<file path="config.mk">
export PLATFORM = sky130hd
export DESIGN_NAME = burst_beat_expander
export DESIGN_NICKNAME = d
export VERILOG_FILES = /design/src/rtl/burst_beat_pkg.sv /design/src/rtl/burst_beat_ctrl.sv /design/src/rtl/burst_beat_addr.sv /design/src/rtl/burst_beat_expander.sv
export SDC_FILE = /design/constraint.sdc
export NUM_CORES = 1
export LEC_CHECK = 0
export CAP_MARGIN = 20
export CORE_MARGIN = 1.5
export CORE_UTILIZATION = 30
export DETAILED_ROUTE_END_ITERATION = 7
export DONT_BUFFER_PORTS = 1
export PLACE_DENSITY_LB_ADDON = 0.1
export SLEW_MARGIN = 20
export SYNTH_ARGS = -nofsm -noshare
export SYNTH_HDL_FRONTEND = slang
export SYNTH_HIERARCHICAL = 1
export SYNTH_SLANG_ARGS = --single-unit
</file>
<file path="constraint.sdc">
create_clock -name clk -period 5.87 [get_ports clk]
set_input_delay 0.2935 -clock clk [delete_from_list [all_inputs] [get_ports clk]]
set_output_delay 0.2935 -clock clk [all_outputs]
set_load 0.01 [all_outputs]
</file>
<file path="src/rtl/burst_beat_pkg.sv">
package burst_beat_pkg;

  typedef enum logic [1:0] {
    KIND_FIXED = 2'b00,
    KIND_INCR  = 2'b01,
    KIND_WRAP  = 2'b10,
    KIND_RSVD  = 2'b11
  } burstKind_e;

  // Strobes from the sequencer to the address datapath
  typedef struct packed {
    logic capture;  // latch a new command, clear the offset
    logic advance;  // step to the next beat of the same burst
  } beatStrobe_t;

endpackage

</file>
<file path="src/rtl/burst_beat_ctrl.sv">
module burst_beat_ctrl
  import burst_beat_pkg::*;
#(
  parameter int LEN_W = 8
) (
  input  logic             clk,
  input  logic             rst,
  input  logic             inValid,
  output logic             inReady,
  input  logic             outReady,
  output logic             outValid,
  input  logic [LEN_W-1:0] burstLen,
  output beatStrobe_t      strobe
);

  logic             busy;
  logic [LEN_W-1:0] beatCnt;
  logic             isLast;
  logic             outFire;
  logic             finalFire;

  assign isLast    = (beatCnt == burstLen);
  assign outFire   = busy && outReady;
  assign finalFire = outFire && isLast;

  assign inReady        = !busy || finalFire;
  assign outValid       = busy;
  assign strobe.capture = inValid && inReady;
  assign strobe.advance = outFire && !isLast;

  always_ff @(posedge clk) begin
    if (rst) begin
      busy    <= 1'b0;
      beatCnt <= '0;
    end else begin
      if (strobe.capture) begin
        busy    <= 1'b1;
        beatCnt <= '0;
      end else begin
        if (finalFire) busy <= 1'b0;
        if (strobe.advance) beatCnt <= beatCnt + 1'b1;
      end
    end
  end

endmodule

</file>
<file path="src/rtl/burst_beat_addr.sv">
module burst_beat_addr
  import burst_beat_pkg::*;
#(
  parameter int ADDR_W = 32,
  parameter int LEN_W  = 8,
  parameter int SIZE_W = 3
) (
  input  logic              clk,
  input  logic              rst,
  input  beatStrobe_t       strobe,
  input  logic [ADDR_W-1:0] inAddr,
  input  logic [1:0]        inKind,
  input  logic [LEN_W-1:0]  inLen,
  input  logic [SIZE_W-1:0] inSize,
  output logic [LEN_W-1:0]  burstLen,
  output logic [ADDR_W-1:0] outAddr
);

  logic [ADDR_W-1:0] startAddr;
  logic [ADDR_W-1:0] offset;
  logic [SIZE_W-1:0] sizeReg;
  burstKind_e        kindReg;
  logic [ADDR_W-1:0] step;
  logic [ADDR_W-1:0] span;
  logic [ADDR_W-1:0] stepped;

  assign step    = ADDR_W'(1) << sizeReg;
  assign span    = ADDR_W'(burstLen) << sizeReg;
  assign stepped = offset + step;
  assign outAddr = startAddr + offset;

  always_ff @(posedge clk) begin
    if (rst) begin
      startAddr <= '0;
      offset    <= '0;
      sizeReg   <= '0;
      burstLen  <= '0;
      kindReg   <= KIND_FIXED;
    end else if (strobe.capture) begin
      startAddr <= inAddr;
      offset    <= '0;
      sizeReg   <= inSize;
      burstLen  <= inLen;
      kindReg   <= burstKind_e'(inKind);
    end else if (strobe.advance) begin
      unique case (kindReg)
        KIND_INCR: offset <= stepped;
        KIND_WRAP: offset <= (stepped == span) ? '0 : stepped;
        default:   offset <= offset;
      endcase
    end
  end

endmodule

</file>
<file path="src/rtl/burst_beat_expander.sv">
module burst_beat_expander
  import burst_beat_pkg::*;
#(
  parameter int ADDR_W = 32,
  parameter int LEN_W  = 8,
  parameter int SIZE_W = 3
) (
  input  logic              clk,
  input  logic              rst,
  input  logic              inValid,
  output logic              inReady,
  input  logic [ADDR_W-1:0] inAddr,
  input  logic [1:0]        inKind,
  input  logic [LEN_W-1:0]  inLen,
  input  logic [SIZE_W-1:0] inSize,
  output logic              outValid,
  input  logic              outReady,
  output logic [ADDR_W-1:0] outAddr
);

  beatStrobe_t      strobe;
  logic [LEN_W-1:0] burstLen;

  burst_beat_ctrl #(.LEN_W(LEN_W)) ctrl (
    .clk      (clk),
    .rst      (rst),
    .inValid  (inValid),
    .inReady  (inReady),
    .outReady (outReady),
    .outValid (outValid),
    .burstLen (burstLen),
    .strobe   (strobe)
  );

  burst_beat_addr #(.ADDR_W(ADDR_W), .LEN_W(LEN_W), .SIZE_W(SIZE_W)) datapath (
    .clk      (clk),
    .rst      (rst),
    .strobe   (strobe),
    .inAddr   (inAddr),
    .inKind   (inKind),
    .inLen    (inLen),
    .inSize   (inSize),
    .burstLen (burstLen),
    .outAddr  (outAddr)
  );

endmodule

</file>
==> impl_metrics.ini <==
[clock_network]
htree_num_levels = 3
cts_tree = built
cts_setup_buffers = 0
insertion_delay_ns = 0.35
clkSinkCount = 86
cts_root_buf = clkbuf_16
cts_buffers = 9
cts.clk_slew.worst_paths_ns = 0.07
cts_resized = 0
hold_buffers = 3
cts_max_path_buffers = 2

[place]
gp_congestion = 0.841
place_area_sq_um = 6820
hpwl_um = 13900
portBuffers = 0

[min_path]
holdPathStages = 1
hp-class = in2reg
whs_endpoint = datapath/kindReg[0]
hp-start = rst

[timing]
slew_viol_final = 0
layout_min_cycle_time_ns = 4.52
hold_viol_final = 0
timing.final.setup_violations = 0
rsz0062_at_grt = no
slew_headroom = 0.346
max_freq_ghz = 0.221
fin_crit_sh = 0.771
tns_ns = 0
worstMarginPinSlew_ns = 0.973
finClkSkew_ns = 0.0109

[detailed_routing]
routedWlPerCell_um = 17.2
vias = 5733
viasPerCell = 5.31
ant_nets = 0
drtPass1Iterations = 4
routed_wl_um = 18600
drc_errors = 0
drt-initial-drc-count = 283

[pwr]
p_seq_frac = 0.440
switching_power_mw = 0.399
comb_power_share = 0.143
powerDensity_nw_per_um2 = 200
p_int_mw = 1.03
p_leak_nw = 2.83
pwr-share-clk = 0.417
swShare = 0.278
total_power_mw = 1.43
ir_drop_uv = 107

[critical_path]
cp.arrival_ns = 4.73
crit_type = reg2reg
worstReg2RegStart = datapath/sizeReg[0]
reg2regPathDepth = 11
r2r_slack_ns = 1.35
cp_max_fo = 13
required_ns = 6.08
cp-start-kind = flip-flop
critPathCaptureType = flip-flop
regToRegEndpoint = datapath/offset[8]

[logic_synthesis]
ys.flop_type = dfxtp_1
synth_fp_nets = 906
ys_seq_area_frac = 0.261
synth_area_leaders = dfxtp_1 26%, mux2i_1 8.0%, ha_1 7.8%
syn_inst = 814
yosysUniqueCellTypes = 72
syn_area_sq_um = 6600
netlist.area_leader.share = 0.261
post-synth-top-area-cell = dfxtp_1
ys_ff_latch = 86
avgSynthCellArea_sq_um = 8.10
ys.warnings.count = 6
synth-async-reset-ratio = 0
synth_edf_count = 0

[finish]
ff_latch_area_sq_um = 1720
final_common_cell = nor2_1
syn_to_final_growth_pct = 8.63
drive_gt1_frac = 0.0638
final_area_sq_um = 7170
fillCellCount = 2270
final_cell_mix = 107 x nor2_1, 86 x dfxtp_1, 63 x nand2_1, 53 x mux2i_1, 46 x a21oi_1
multi_input_area_sq_um = 4620
nets = 887
diodes = 0

[floorplan]
dieArea_sq_um = 22900
num_rows = 54
core_area_sq_um = 21700
die_h_um = 151
fp.dieW_um = 151
initial_core_util = 0.304
io_pins = 83

[outcome]
status = finished, final reports clean

[global_route]
grt_start_max_net_pins = 46
antenna_found_initial = 0
first_global_vias = 5457
gr-total-overflow = 0
grt_pass1_wl_um = 29300
grt_usage = 0.165

[run]
cap_violations = 0
sequential cells by signal, indices dropped and copies added, names as in the netlist:
register	flops
datapath/burstLen	8
ctrl/beatCnt	8
datapath/kindReg	2
datapath/offset	32
datapath/sizeReg	3
ctrl/outValid	1
datapath/startAddr	32
logic make-up after synthesis:
| kind of cell | after synthesis | synth area share |
|---|---|---|
| simple gates | 324 | 0.237 |
| compound gates | 150 | 0.161 |
| xor+xnor | 87 | 0.116 |
| flops | 86 | 0.261 |
| buf+inv | 62 | 0.0402 |
| mux | 62 | 0.101 |
| fa+ha+maj | 43 | 0.0838 |
synthesized netlist by cell type, types with 3 or more instances:
cell type	number
and4_1	4
and3_1	9
mux4_2	3
nand3_1	42
buf_2	11
o21bai_1	4
or3_1	7
nor2_1	107
mux2i_1	53
nand3b_1	3
o2111ai_1	3
a21oi_1	47
o22ai_1	4
a21boi_0	3
or2_2	8
nor4_1	10
a211oi_1	8
nand2b_1	4
mux2_2	6
xnor2_1	45
o21a_1	5
nand4_1	16
nor3b_1	6
buf_1	5
nor4b_1	3
nand2_1	63
clkbuf_1	18
buf_4	5
nor3_1	27
ha_1	41
o211ai_1	8
inv_1	23
nor2b_1	7
o21ai_0	18
a21o_1	14
dfxtp_1	86
xor2_1	42
through the flow:
step | setup slack [ns] | std cells | hold slack (ns) | utilization
floorplan | 1.46 | 814 | 0.363 | -
global placement | 1.46 | 1060 | 0.367 | 0.314
detailed placement | 1.42 | 1060 | 0.375 | 0.314
CTS | 1.40 | 1079 | 0.0000721 | 0.330
global route | 1.10 | 1080 | 0.00381 | 0.330
finish | 1.35 | 1080 | 0.0299 | 0.330
power by group through the flow:
stage          clock (mW)  sequential (mW)  combinational [mW]
2_1_floorplan           0            0.632               0.172
3_3_place_gp            0            0.643               0.197
3_5_place_dp            0            0.643               0.200
4_1_cts             0.623            0.630               0.205
5_1_grt             0.649            0.634               0.227
6_report            0.598            0.630               0.205
worst max-delay path, cell delays in order (launching register included):
cell,delay (ns)
dfxtp_1,0.56
nor3b_1,0.39
ha_1,0.31
a21o_1,0.17
and4_1,0.23
o32ai_2,0.79
or4_1,0.22
nand4_1,0.09
a2111o_1,0.43
or4_1,0.65
a211oi_4,0.43
a2111oi_1,0.10
cell type report:
| class | count | share of cell area |
|---|---|---|
| Multi-Input combinational cell | 666 | 0.645 |
| Clock inverter | 6 | 0.00978 |
| Tap cell | 280 | 0.0489 |
| Sequential cell | 86 | 0.240 |
| Timing Repair Buffer | 9 | 0.0108 |
| Inverter | 23 | 0.0120 |
| Clock buffer | 10 | 0.0334 |
worst max-delay path by stage:
stage / startpoint / slack (ns) / to
finish: datapath/sizeReg[0] / 1.35 / datapath/offset[8]
floorplan: datapath/sizeReg[2] / 1.46 / datapath/offset[8]
CTS: datapath/sizeReg[0] / 1.40 / datapath/offset[8]
global placement: datapath/sizeReg[0] / 1.46 / datapath/offset[8]
detailed placement: datapath/sizeReg[0] / 1.42 / datapath/offset[8]
global route: datapath/sizeReg[0] / 1.10 / datapath/offset[8]
routing by layer:
| metal | vias up | global-route usage | share of wire |
|---|---|---|---|
| li1 | 2903 | - | - |
| met1 | 2680 | 0.209 | 0.45 |
| met2 | 121 | 0.275 | 0.47 |
| met3 | 29 | 0.0313 | 0.042 |
| met4 | 0 | 0.0670 | 0.029 |
| met5 | - | 0 | 0 |
Note: power is estimated with default switching activity, not from simulation.
